File: src/rtl/toggle_rx_pkg.sv
package toggle_rx_pkg;
  typedef enum logic [1:0] {
    RX_IDLE = 2'd0,
    RX_POLL = 2'd1,
    RX_TAKE = 2'd2
  } rx_state_e;
endpackage

File: src/rtl/toggle_rx_sync.sv
module toggle_rx_sync #(
  parameter int WIDTH  = 16,
  parameter int STAGES = 2
) (
  input  logic             clk,
  input  logic             rst_n,
  input  logic [WIDTH-1:0] d_i,
  output logic [WIDTH-1:0] q_o
);
  logic [WIDTH-1:0] stage_q [STAGES];

  generate
    for (genvar s = 0; s < STAGES; s++) begin : g_stage
      if (s == 0) begin : g_first
        always_ff @(posedge clk or negedge rst_n) begin
          if (!rst_n) stage_q[s] <= '0;
          else        stage_q[s] <= d_i;
        end
      end else begin : g_next
        always_ff @(posedge clk or negedge rst_n) begin
          if (!rst_n) stage_q[s] <= '0;
          else        stage_q[s] <= stage_q[s-1];
        end
      end
    end
  endgenerate

  assign q_o = stage_q[STAGES-1];
endmodule

File: src/rtl/toggle_rx_ctrl.sv
module toggle_rx_ctrl
  import toggle_rx_pkg::*;
(
  input  logic clk,
  input  logic rst_n,
  input  logic start_i,
  input  logic req_i,
  input  logic tag_i,
  output logic take_o
);
  rx_state_e state_q, state_d;
  logic      tag_q, tag_d;

  always_comb begin
    state_d = state_q;
    tag_d   = tag_q;
    take_o  = 1'b0;
    if (start_i) begin
      state_d = RX_IDLE;
      tag_d   = 1'b0;
    end else begin
      unique case (state_q)
        RX_IDLE: if (req_i) state_d = RX_POLL;
        RX_POLL: if (tag_i == tag_q) state_d = RX_TAKE;
        RX_TAKE: begin
          take_o  = 1'b1;
          tag_d   = ~tag_q;
          state_d = RX_IDLE;
        end
        default: state_d = RX_IDLE;
      endcase
    end
  end

  always_ff @(posedge clk or negedge rst_n) begin
    if (!rst_n) begin
      state_q <= RX_IDLE;
      tag_q   <= 1'b0;
    end else begin
      state_q <= state_d;
      tag_q   <= tag_d;
    end
  end

  // every accepted word flips the expected tag
  a_r4_tag_flips: assert property (@(posedge clk) disable iff (!rst_n)
    take_o |=> (tag_q != $past(tag_q)));
  // start returns to idle with tag cleared
  a_r8_start_clears_tag: assert property (@(posedge clk) disable iff (!rst_n)
    start_i |=> (!tag_q && state_q == RX_IDLE));
endmodule

File: src/rtl/toggle_rx_accum.sv
module toggle_rx_accum #(
  parameter int WIDTH = 16
) (
  input  logic             clk,
  input  logic             rst_n,
  input  logic             start_i,
  input  logic             take_i,
  input  logic [WIDTH-1:0] data_i,
  output logic [WIDTH-1:0] word_o,
  output logic             valid_o,
  output logic [WIDTH-1:0] csum_o
);
  logic [WIDTH-1:0] word_q, word_d, csum_q, csum_d;
  logic             valid_q, valid_d;
  logic             word_en;

  assign word_en = take_i && !start_i;

  always_comb begin
    valid_d = word_en;
    word_d  = word_q;
    csum_d  = csum_q;
    if (start_i) begin
      csum_d = '0;
    end else if (word_en) begin
      word_d = data_i;
      csum_d = csum_q ^ data_i;
    end
  end

  always_ff @(posedge clk or negedge rst_n) begin
    if (!rst_n) begin
      word_q  <= '0;
      csum_q  <= '0;
      valid_q <= 1'b0;
    end else begin
      word_q  <= word_d;
      csum_q  <= csum_d;
      valid_q <= valid_d;
    end
  end

  assign word_o  = word_q;
  assign valid_o = valid_q;
  assign csum_o  = csum_q;

  // valid is a single-cycle pulse
  a_r3_valid_single: assert property (@(posedge clk) disable iff (!rst_n)
    valid_q |=> !valid_q);
  // checksum moves only on a delivery or a start
  a_r6_csum_quiet: assert property (@(posedge clk) disable iff (!rst_n)
    !$stable(csum_q) |-> (valid_q || $past(start_i)));
  // start leaves a zero checksum and no pulse
  a_r8_start_wins: assert property (@(posedge clk) disable iff (!rst_n)
    start_i |=> (csum_q == '0 && !valid_q));
endmodule

File: src/rtl/toggle_rx.sv
module toggle_rx #(
  parameter int WIDTH       = 16,
  parameter int SYNC_STAGES = 2
) (
  input  logic             clk,
  input  logic             rst_n,
  input  logic [WIDTH-1:0] cp_word_i,
  input  logic             start_i,
  input  logic             req_i,
  output logic [WIDTH-1:0] word_o,
  output logic             valid_o,
  output logic [WIDTH-1:0] csum_o
);
  localparam int TAG_BIT = WIDTH - 1;

  logic [1:0]       rst_pipe_q;
  logic             rst_int_n;
  logic [WIDTH-1:0] cp_sync;
  logic             take;

  always_ff @(posedge clk or negedge rst_n) begin
    if (!rst_n) rst_pipe_q <= 2'b00;
    else        rst_pipe_q <= {rst_pipe_q[0], 1'b1};
  end
  assign rst_int_n = rst_pipe_q[1];

  toggle_rx_sync #(.WIDTH(WIDTH), .STAGES(SYNC_STAGES)) sync_i (
    .clk   (clk),
    .rst_n (rst_int_n),
    .d_i   (cp_word_i),
    .q_o   (cp_sync)
  );

  toggle_rx_ctrl ctrl_i (
    .clk     (clk),
    .rst_n   (rst_int_n),
    .start_i (start_i),
    .req_i   (req_i),
    .tag_i   (cp_sync[TAG_BIT]),
    .take_o  (take)
  );

  toggle_rx_accum #(.WIDTH(WIDTH)) accum_i (
    .clk     (clk),
    .rst_n   (rst_int_n),
    .start_i (start_i),
    .take_i  (take),
    .data_i  (cp_sync),
    .word_o  (word_o),
    .valid_o (valid_o),
    .csum_o  (csum_o)
  );
endmodule

File: config.mk
export PLATFORM = sky130hd
export DESIGN_NAME = toggle_rx
export DESIGN_NICKNAME = d
export VERILOG_FILES = /design/src/rtl/toggle_rx_pkg.sv /design/src/rtl/toggle_rx_sync.sv /design/src/rtl/toggle_rx_ctrl.sv /design/src/rtl/toggle_rx_accum.sv /design/src/rtl/toggle_rx.sv
export SDC_FILE = /design/constraint.sdc
export NUM_CORES = 1
export LEC_CHECK = 0
export ABC_AREA = 1
export BUFFER_PORTS_ARGS = -buffer_cell sky130_fd_sc_hd__buf_4
export CORE_MARGIN = 3
export CORE_UTILIZATION = 40
export CTS_CLUSTER_SIZE = 24
export DETAILED_ROUTE_END_ITERATION = 8
export SLEW_MARGIN = 20
export SYNTH_ARGS = -nofsm -noshare
export SYNTH_HDL_FRONTEND = slang
export SYNTH_HIERARCHICAL = 1
export SYNTH_SLANG_ARGS = --single-unit
File: constraint.sdc
create_clock -name clk -period 2.8 [get_ports clk]
set_clock_uncertainty 0.2 [all_clocks]
set_input_delay 0.28 -clock clk [delete_from_list [all_inputs] [get_ports clk]]
set_output_delay 0.28 -clock clk [all_outputs]
set_load 0.05 [all_outputs]
Yosys cells after proc, flatten, opt, wreduce, memory -nomap -nowiden --
Cells that the tools add are included.
Word-level totals: input port bits 20, word-level logic and storage cells 33, register bits 70
Cells by class: eq/ne operators 5, bitwise logic cells 3, reduce and logical (&&, ||, !) cells 7, muxes and demuxes 10
Operators with widths (number):
- 16-bit 2-to-1 mux | 2
- 16-bit XOR | 1
- 2-bit 2-to-1 mux | 3
- 1-bit 2-to-1 mux | 4
- 2-bit case mux with 2 select lines | 1
- 2-bit AND reduction | 2
- 2-bit nonzero test | 2
- 3-bit by 2-bit != test with 1-bit output (second input constant) | 1
- 3-bit != test (second input constant) | 1
- 2-bit by 1-bit == test with 1-bit output (second input constant) | 1
- 2-bit == test (second input constant) | 1
- 2-bit zero test | 1
- 1-bit inverter | 2
- 1-bit == test | 1
- 1-bit logical AND | 1
- 1-bit zero test | 1

Longest topological paths before layout --
Gate-level depths: netlist (run 1).
word-level depth 6, mapped depth 9, gate-level depth less buffers 7

Hierarchy --
Netlist (run 1), hierarchy kept.
By module, submodules not included:
- toggle_rx_accum | sequential area each 825.8 um^2, area each 1386.3 um^2, instances 1, cells each 155
- toggle_rx_sync | sequential area each 800.8 um^2, area each 920.9 um^2, instances 1, cells each 48
- toggle_rx_ctrl | sequential area each 75.1 um^2, area each 172.7 um^2, instances 1, cells each 28
- toggle_rx | sequential area each 50.0 um^2, area each 53.8 um^2, instances 1, cells each 3

Worst setup path after synthesis (run 1) --
No wires, ideal clock.
kind register -> register, start register ctrl_i.state_q[0], end register accum_i.word_q[0] (netlist: accum_i/word_o[0]), slack 1397 ps, buffers on the path 2, stages on the path, launching flop included 9, arrival time 1085 ps, period minus slack after synthesis 1403 ps, required time 2482 ps, path through dfrtp_1 inv_1 nand2_1 nor2_1 buf_6 nand2_8 buf_4 nand2_1 nand2_1
Between the ends: longest elaborated chain between the ends 5
Ends and longest elaborated chain:
- start: declaration | RTL line toggle_rx_ctrl.sv:11 | rx_state_e state_q, state_d;
- start signal: assignment | RTL line toggle_rx_ctrl.sv:40 | state_q <= state_d;
- 2-bit == test | RTL line toggle_rx_ctrl.sv:22 | unique case (state_q)
- 1-bit 2-to-1 mux | RTL line toggle_rx_ctrl.sv:22
- 1-bit 2-to-1 mux | RTL line toggle_rx_ctrl.sv:18 | if (start_i) begin
- via take | RTL line toggle_rx.sv:19 | logic take;
- 1-bit logical AND | RTL line toggle_rx_accum.sv:17 | assign word_en = take_i && !start_i;
- 2-bit AND reduction (no source line)
- end signal: assignment | RTL line toggle_rx_accum.sv:37 | word_q <= word_d;
- end: declaration | RTL line toggle_rx_accum.sv:13 | logic [WIDTH-1:0] word_q, word_d, csum_q, csum_d;
The timed path passes the listed nets, and every way through them passes these cells. A chain may end at the register's enable or synchronous reset.

Worst setup path after layout (run 1) --
start register ctrl_i.state_q[0], end register accum_i.word_q[14] (netlist: accum_i/word_o[14])
The elaborated chain is that of the path after synthesis.

==> results.txt, run 1 <==
CTS built an H-tree with a depth of 3. The initial utilization of the core area, before any placement, comes to 42.05%. The run finished with clean final reports. The synthesized design contains 0 enable-type register cells.

Data on the critical path is required at its endpoint by 2.87 ns. Setup repair after global routing left no endpoint under its margin. Number of routed nets with antenna violations: 0. Once placement completed, the tool counted placed cells totaling 340. Number of library cell types mapped by synthesis: 16. The run gives 0 ns as the post-route setup TNS. Buffers placed on the I/O ports in this run total 52. The final HPWL from detailed placement came out at 3004 um. For hold timing, the worst endpoint is ctrl_i/state_q[0]. For the worst setup path, the data arrival time is 1.78 ns. After detailed routing, the average wire length per cell comes to 12.14 um. The startpoint identified for the worst register-to-register timing path is ctrl_i/state_q[0]. The power per cell area came out at 737.2 nW/um^2. The worst hold path belongs to the class in -> reg.

Ranked by total cell area, the synthesized netlist is headed by dfrtp_1, nand2_1, buf_4, nor2_1, nand3_1. The floorplan step set the die width to 85.59 um. The floorplan has 28 rows. The maximum fanout count along the critical path is 33, and the count of non-filler cells in the finished layout is 374. For the total via count in the routed design, the log shows 1686.

The signal on the critical path passes through inv_1, nand2_1, nor2_2, buf_4, nand2_8, inv_6, nand2_1, nand2_1. For this block, the initial DRC count from the detailed router was 117. Once the clock tree was built, the setup fixing pass inserted 0 buffers.

The logs give 6 for the number of warnings issued by yosys and 1717 for the via count of the first global-routing pass. The critical hold path startpoint was start_i. The flip-flop and latch count after synthesis is 70, and the final-report setup violation count is 0. The number of nets handed over by synthesis was 254. After synthesis, the mean cell area works out to 10.83 um^2. The clock passes through at most 2 buffers. Standard cell with the maximum stage delay on the critical path: dfrtp_1.

The sequential share of the synthesized area is 69.14%. In this run the count of I/O pins placed on the die edge is 53. The cell sitting at the root of the clock tree is a clkbuf_8. The cell with the most instances after synthesis was nand2_1.

Of all flip-flops after synthesis, the portion carrying an async set or reset was 100.0%. Dominant cell type by area after synthesis: dfrtp_1. The critical path in this run is classified as reg -> reg. For this block, the routed nets add up to 4541 um of wire. The initial antenna violation count came out at 0. Entering global routing, the biggest net connects 37 pins. The most numerous cell type found on the critical path is nand2_1.

The max-slew headroom at the worst pin was 52.31%. The main flop type after synthesis was dfrtp_1. The clock reaches the later pin of the worst-skew pair after 0.33 ns.

The tools report the final count of hold timing violations as 0. Across all hold checks on the routed design, the worst slack comes to 0.05374 ns. For this run, the detailed router's first-pass iteration total came to 4. Across the run, the number of max-cap violations was 0. The post-layout minimum cycle time came out at 1.709 ns.

For the worst flop-to-flop path, the logic depth is 8. The maximum single-stage delay on the critical path came out at 0.40 ns. The worst setup path is launched from a flip-flop. For this run, the top clock speed supported by timing is 585.0 MHz.

The final layout contains 314 nets. Global routing used 14.39% of the available tracks. Setup slack on the worst reg-to-reg path comes out at 1.09 ns. The top cell type by area accounts for 69.14% of the synthesized area. The kind of capture point of the worst setup path is a flip-flop.

Compared with the post-synthesis result, the final layout area differs by 28.79%. The fraction of the cycle the final worst path needs came out at 61.05%. The run gives 9 as the total clock buffers created by CTS.

Clock-pin slew was measured on the worst setup and hold paths at 0.07 ns. The number of sinks handled by clock tree synthesis came out at 70. Dividing the detail-routed via count by the number of cells gives 4.508. The reg-to-reg critical path endpoint is accum_i/word_o[14]. First-pass GRT wire length: 8045 um. 0 antenna diodes ended up in the layout.

The number of pins with negative max-slew slack in the final report was 0. After clock tree synthesis, the flow added hold-fix buffers numbering 18. Measured along the y axis, the die boundary spans 85.59 um. In this run the static leakage power is 1.673 nW. After synthesis, the most frequently instantiated cells are nand2_1, dfrtp_1, nor2_1.

The run gives 0.6864 as the last weighted congestion value of the routability-driven placer. Along the worst hold path, the cell count comes to 4. The floorplan core area came out at 6026 um^2. The floorplan step defined a die boundary enclosing 7325 um^2. The run gives 0.3620 mV as the worst vdd rail ir drop. The number of cells produced by synthesis was 234. For the pin with the worst max-slew slack, the measured transition is 0.7154 ns.

Gates resized during post-CTS repair numbered 0. The total grt overflow is 0, and the remaining design rule violation count is 0. The post-synth design cell area is 2534 um^2, and the layout cell share with drive strength beyond 1 is 25.42%. TritonCTS built the clock tree.
==> worst max-delay path, delay by kind of cell, from the launching register on <==
family / cells / cell delay [ns]
buf+inv: 3 / 0.58
flops: 1 / 0.40
simple gates: 5 / 0.45
==> state kept, by name (all words and copies together) (netlist names) <==
name and flops:
accum_i/csum_o 16, accum_i/valid_o 1, accum_i/word_o 16, ctrl_i/state_q 2
ctrl_i/tag_q 1, rst_pipe_q 2, sync_i/q_o 16, sync_i/stage_q 16
==> cell type report <==
class | count | area (um^2)
Clock buffer | 13 | 178.9
Timing Repair Buffer | 72 | 598.1
Clock inverter | 3 | 40.04
Sequential cell | 70 | 1753
Multi-Input combinational cell | 133 | 561.8
Tap cell | 75 | 93.84
Fill cell | 525 | 2763
Inverter | 8 | 37.54
==> per-layer routing <==
metal	vias to the layer above	share of wire (%)	GRT usage (%)	routed length, um
li1	837	-	-	-
met1	798	42	18.24	1915
met2	42	50	22.03	2284
met3	9	5.4	3.650	247
met4	0	2.0	9.065	93
met5	-	0	0	0
==> how the worst max path moves through the flow <==
stage	slack (ns)	endpoint	cells past startpoint	from
2_1_floorplan	0.51	accum_i/csum_o[0]	0	rst_pipe_q[1]
3_3_place_gp	1.18	accum_i/word_o[9]	8	ctrl_i/state_q[0]
3_5_place_dp	1.10	accum_i/word_o[15]	8	ctrl_i/state_q[0]
4_1_cts	1.07	accum_i/word_o[15]	8	ctrl_i/state_q[0]
5_1_grt	0.91	accum_i/word_o[9]	8	ctrl_i/state_q[0]
6_report	1.09	accum_i/word_o[14]	8	ctrl_i/state_q[0]
==> logic make-up (layout without fill, tap and decap cells) <==
| logic type | count (synthesis) | after routing | share of synthesized area (%) |
|---|---|---|---|
| compound gates | 16 | 16 | 3.161 |
| other cells | 1 | 1 | 0.1480 |
| buf+inv | 31 | 96 | 8.790 |
| flops | 70 | 70 | 69.14 |
| simple gates | 116 | 116 | 18.77 |
==> power by group <==
part,internal [mW],total (mW),leakage (nW),switching [mW]
registers,1.09,1.15,0.884,0.0604
clock network,0.506,0.846,0.115,0.340
logic,0.135,0.408,0.673,0.273
total,1.73,2.41,1.67,0.674
==> layout by cell type, fill, tap and decap left out, drive strengths merged <==
cell,n
a21oi,16
buf,54
bufinv,1
clkbuf,13
clkinv,2
conb,1
dfrtp,70
dlygate4sd3,18
inv,8
nand2,75
nand3,17
nand4,1
nor2,23
==> per-stage QoR <==
step | area (um^2) | util, % | total power [mW] | setup WS [ns]
after floorplan | 2534 | - | 1.433 | 0.5064
after global placement | 2864 | 47.53 | 1.562 | 1.183
after detailed placement | 2864 | 47.53 | 1.567 | 1.099
after CTS | 3263 | 54.15 | 2.445 | 1.073
after global routing | 3263 | 54.15 | 2.533 | 0.9129
final | 3263 | 54.15 | 2.406 | 1.091
Note: power is estimated with default switching activity, not from simulation.
==> run 2: changes to the inputs <==
--- a/config.mk
+++ b/config.mk
@@ -5,7 +5,7 @@
 export SDC_FILE = /design/constraint.sdc
 export NUM_CORES = 1
 export LEC_CHECK = 0
-export ABC_AREA = 1
+export ABC_AREA = 0
 export BUFFER_PORTS_ARGS = -buffer_cell sky130_fd_sc_hd__buf_4
 export CORE_MARGIN = 3
 export CORE_UTILIZATION = 40
==> constraint.sdc (replaced) <==
create_clock -name clk -period 1.64 [get_ports clk]
set_clock_uncertainty 0.2 [all_clocks]
set_input_delay 0.164 -clock clk [delete_from_list [all_inputs] [get_ports clk]]
set_output_delay 0.164 -clock clk [all_outputs]
set_load 0.05 [all_outputs]
==> results.txt, run 2 <==
Setup repair after global routing could not meet its margin everywhere. The global routing usage summed across all routing layers is 14.35% (-0.039 points). The number of warnings issued by yosys is 6 (unchanged), and the floorplan core area is 6096 um^2 (+1.2%). The maximum number of pins on one net before global-route repair was 46 (+24%). The standard cell with the maximum stage delay on the critical path is dfrtp_1. Complex-gate fraction of the synthesized area: 9.671% (+6.5 points).

The fraction of the cycle the final worst path needs is 98.88% (+38 points). The flip-flop and latch count after synthesis was 70 (unchanged); the final-layout fill cell count was 521 (-0.76%). For the fraction of the core area covered by cells at the end of the flow, the log shows 55.97% (+1.8 points). The post-route cell area was 3412 um^2 (+4.6%); the fraction of synthesis flops using an asynchronous set or reset pin was 100.0% (unchanged). The maximum single-stage delay on the critical path works out to 0.39 ns (about the same). For the highest achievable clock rate, the log shows 616.7 MHz (+5.4%). Post-layout minimum cycle time: 1.622 ns (-0.08795 ns).

dfrtp_1 is the most common cell in the netlist. The sequential share of the synthesized area was 67.70% (-1.4 points). The final count of hold timing violations was 0 (unchanged); the number of nets produced by synthesis was 190 (-25%).

Floorplan die width: 86.43 um (+0.99%). The area taken by flip-flops and latches is 1753 um^2 (unchanged), and the area of combinational cells with multiple inputs is 678.2 um^2 (+21%). For the number of routed nets with antenna violations, the log shows 0 (unchanged). The number of I/O port buffers was 52 (unchanged). The tree is rooted in a clkbuf_8. The worst-case setup margin in the final layout is 0.01845 ns (-1.072 ns). The flow ran to the end, and the final reports show no timing, DRC or antenna violations.

The share of synthesized cell area in full adder, half adder and majority cells is 0% (unchanged). The run gives 258 (-18%) as the net count of the finished layout. The critical path's top delay family was simple AND/OR/NAND/NOR gates. The number of pins with negative max-slew slack in the final report is 0 (unchanged). The run gives 1.655 nW (-1.1%) as the leakage dissipation. Share of the synthesized netlist area taken by xor and xnor gates: 0.6770% (+0.68 points). The number of sinks handled by clock tree synthesis was 70 (unchanged).

The logs give 1.65 ns (-1.22 ns) for the endpoint required time on the critical path and 1650 (-3.9%) for the via count of the first global-routing pass. The number of DRC markers after the initial detailed-route iteration is 60 (-49%), and the post-route setup TNS is 0 ns (unchanged). The number of library cell types mapped by synthesis was 20 (+4); the per-cell routed wire length was 15.16 um (+25%).

The commonest non-fill, non-tap cell in the layout is dfrtp_1. The worst-skew pair later-pin latency is 0.33 ns (about the same), and the number of cells on the critical path is 5 (-3). The length in cells of the worst reg-to-reg path came out at 5 (-3). The worst setup path is launched from a flip-flop. The total grt overflow is 0 (unchanged), and the I/O pin count is 53 (unchanged). The area share of the leading cell type in the synthesized netlist was 67.70% (-1.4 points).

The maximum fanout count along the critical path came out at 5 (-85%). The simple-gate area share of the yosys netlist is 6.286% (-12 points). The buffer and inverter count on the worst path was 1 (-2). The critical path is of the reg -> reg type. The run gives 2949 um^2 (+3.0%) as the total placed instance area.

Vertical die dimension: 86.43 um (+0.99%). The logs give 1533 (-9.1%) for the total via count in the routed design and 0 (unchanged) for the final-report setup violation count. In the layout the commonest cells are dfrtp_1, buf_4, dlygate4sd3_1. The power per cell area came out at 1258 nW/um^2 (+71%). The run gives 8066 um (+0.26%) as the first-pass GRT wire length. The remaining design rule violation count came out at 0 (unchanged).

By area the synthesized netlist is led by dfrtp_1, a21bo_2, mux2_4, buf_4, nand3b_1. The via count normalized by instance count was 4.836 (+7.3%); the data arrival at the endpoint of the critical path was 1.63 ns (-0.15 ns). The number of search-and-repair iterations in the first detailed-routing pass came out at 4 (unchanged). The last weighted congestion value of the routability-driven placer is 0.7237 (+5.4%).

The final HPWL from detailed placement is 3097 um (+3.1%). In this run the critical register-to-register path is captured at accum_i/word_o[6]. dfrtp_1 takes more of the synthesized area than any other cell. For the antenna diode count, the log shows 0 (unchanged). The setup slack on the worst flop-to-flop path is 0.02 ns (-1.07 ns).

The signal on the critical path passes through nor2b_2, nor2b_4, buf_6, nand2b_4, mux2_4. The worst vdd rail ir drop is 0.9250 mV (+160%). For the number of cells produced by synthesis, the log shows 170 (-27%).

Origin of the critical flop-to-flop path: ctrl_i/state_q[0]. Compared with the post-synthesis result, the final layout area differs by 31.87%. By count the netlist is led by dfrtp_1, a21oi_1, a21bo_2, buf_4, nand3b_1.

The kind of capture point of the worst setup path is a flip-flop. For this run, the leading register cell type out of synthesis is dfrtp_1. For the total die area, the log shows 7470 um^2 (+2.0%). The clock slew seen by the registers of the worst setup and hold paths came out at 0.07 ns (about the same). Maximum buffer depth of the clock tree: 2 (unchanged). The tightest min-delay check is of the reg -> async type.

The number of maximum-capacitance constraint violations was 0 (unchanged); the total clock buffers created by CTS was 9 (unchanged). The synthesized area divided by synthesized cell count works out to 15.22 um^2 (+41%). Post-synth design cell area: 2587 um^2 (+2.1%). The fraction of synthesized area in multiplexers came out at 8.269% (+8.3 points). The logs give 42.45% (+0.40 points) for the initial core utilization and 0 (unchanged) for the initial antenna violation count. The number of synthesized flops with an enable pin came out at 0 (unchanged). TritonCTS built the clock tree. The post-placement worst setup slack is -0.01383 ns (-1.113 ns), and the total number of H-tree levels is 3 (unchanged). The tools report the sum of routed wire length over all layers as 4807 um (+5.9%).

The layout cell share with drive strength beyond 1 was 46.28% (+21 points). For the number of rows in the core area, the log shows 28 (unchanged). After synthesis, the largest family of logic cells by area is compound AO/OA/AOI/OAI gates.
-- run 2: cell types whose count changed in the layout (fill, tap and decap cells not counted), moves of 4 or more --
cell      previous run  this run
nor2_1              22         2
nand2_1             74         0
nand3b_1             0        16
mux2_4               0         9
a21bo_2              0        16
mux2_2               0         7
nand3_1             17         0
inv_1                5         1
buf_4               53        57
-- run 2: kinds of logic (layout without fill, tap and decap cells) --
family,count (synthesis),after routing
mux,16,16
simple gates,22,24
xor+xnor,2,2
compound gates,34,34
flops,70,70
other cells,1,1
buf+inv,25,95
-- run 2: final cells by class --
cell class | count | share of cell area [%]
multi-input cells | 77 | 19.88
well taps | 75 | 2.750
inverters | 1 | 0.1100
clock inverters | 3 | 1.980
clock buffers | 12 | 4.547
flip-flops and latches | 70 | 51.38
repair buffers | 79 | 19.36
-- run 2: through the flow --
step                hold WS (ns)  std cells  power [mW]
floorplan                -0.3316        170       2.523
global placement         -0.2537        279       2.752
detailed placement       -0.2513        279       2.768
CTS                      0.07106        314       4.342
global route             0.08738        317       4.475
finish                   0.05489        317       4.292
-- run 2: routing by layer --
metal	global-route usage [%]	vias to the layer above	part of all wire, %	routed length (um)
li1	-	696	-	-
met1	17.23	793	43	2072
met2	23.09	42	51	2432
met3	6.179	2	5.6	271
met4	5.099	0	0.62	30
met5	0	-	0	0
-- run 2: repair_timing --
action,CTS,global route
buffers inserted,0,2
endpoints found under the hold margin,19,0
resized for setup,1,3
cloned,1,1
setup endpoints to repair,16,27
hold buffers,19,0
-- run 2: report_power, final --
part | internal (mW) | switching, mW
clock | 0.932 | 0.588
sequential | 1.87 | 0.0958
combinational | 0.313 | 0.491
-- run 2: worst max path at each step --
stage / startpoint / endpoint / slack, ns
after global placement: ctrl_i/state_q[1] / accum_i/word_o[8] / 0.02
after CTS: ctrl_i/state_q[0] / accum_i/csum_o[1] / 0.02
after global routing: ctrl_i/state_q[0] / accum_i/word_o[6] / -0.04
final: ctrl_i/state_q[0] / accum_i/word_o[6] / 0.02
after detailed placement: ctrl_i/state_q[1] / accum_i/word_o[11] / -0.01
after floorplan: ctrl_i/state_q[0] / accum_i/word_o[0] / -0.06
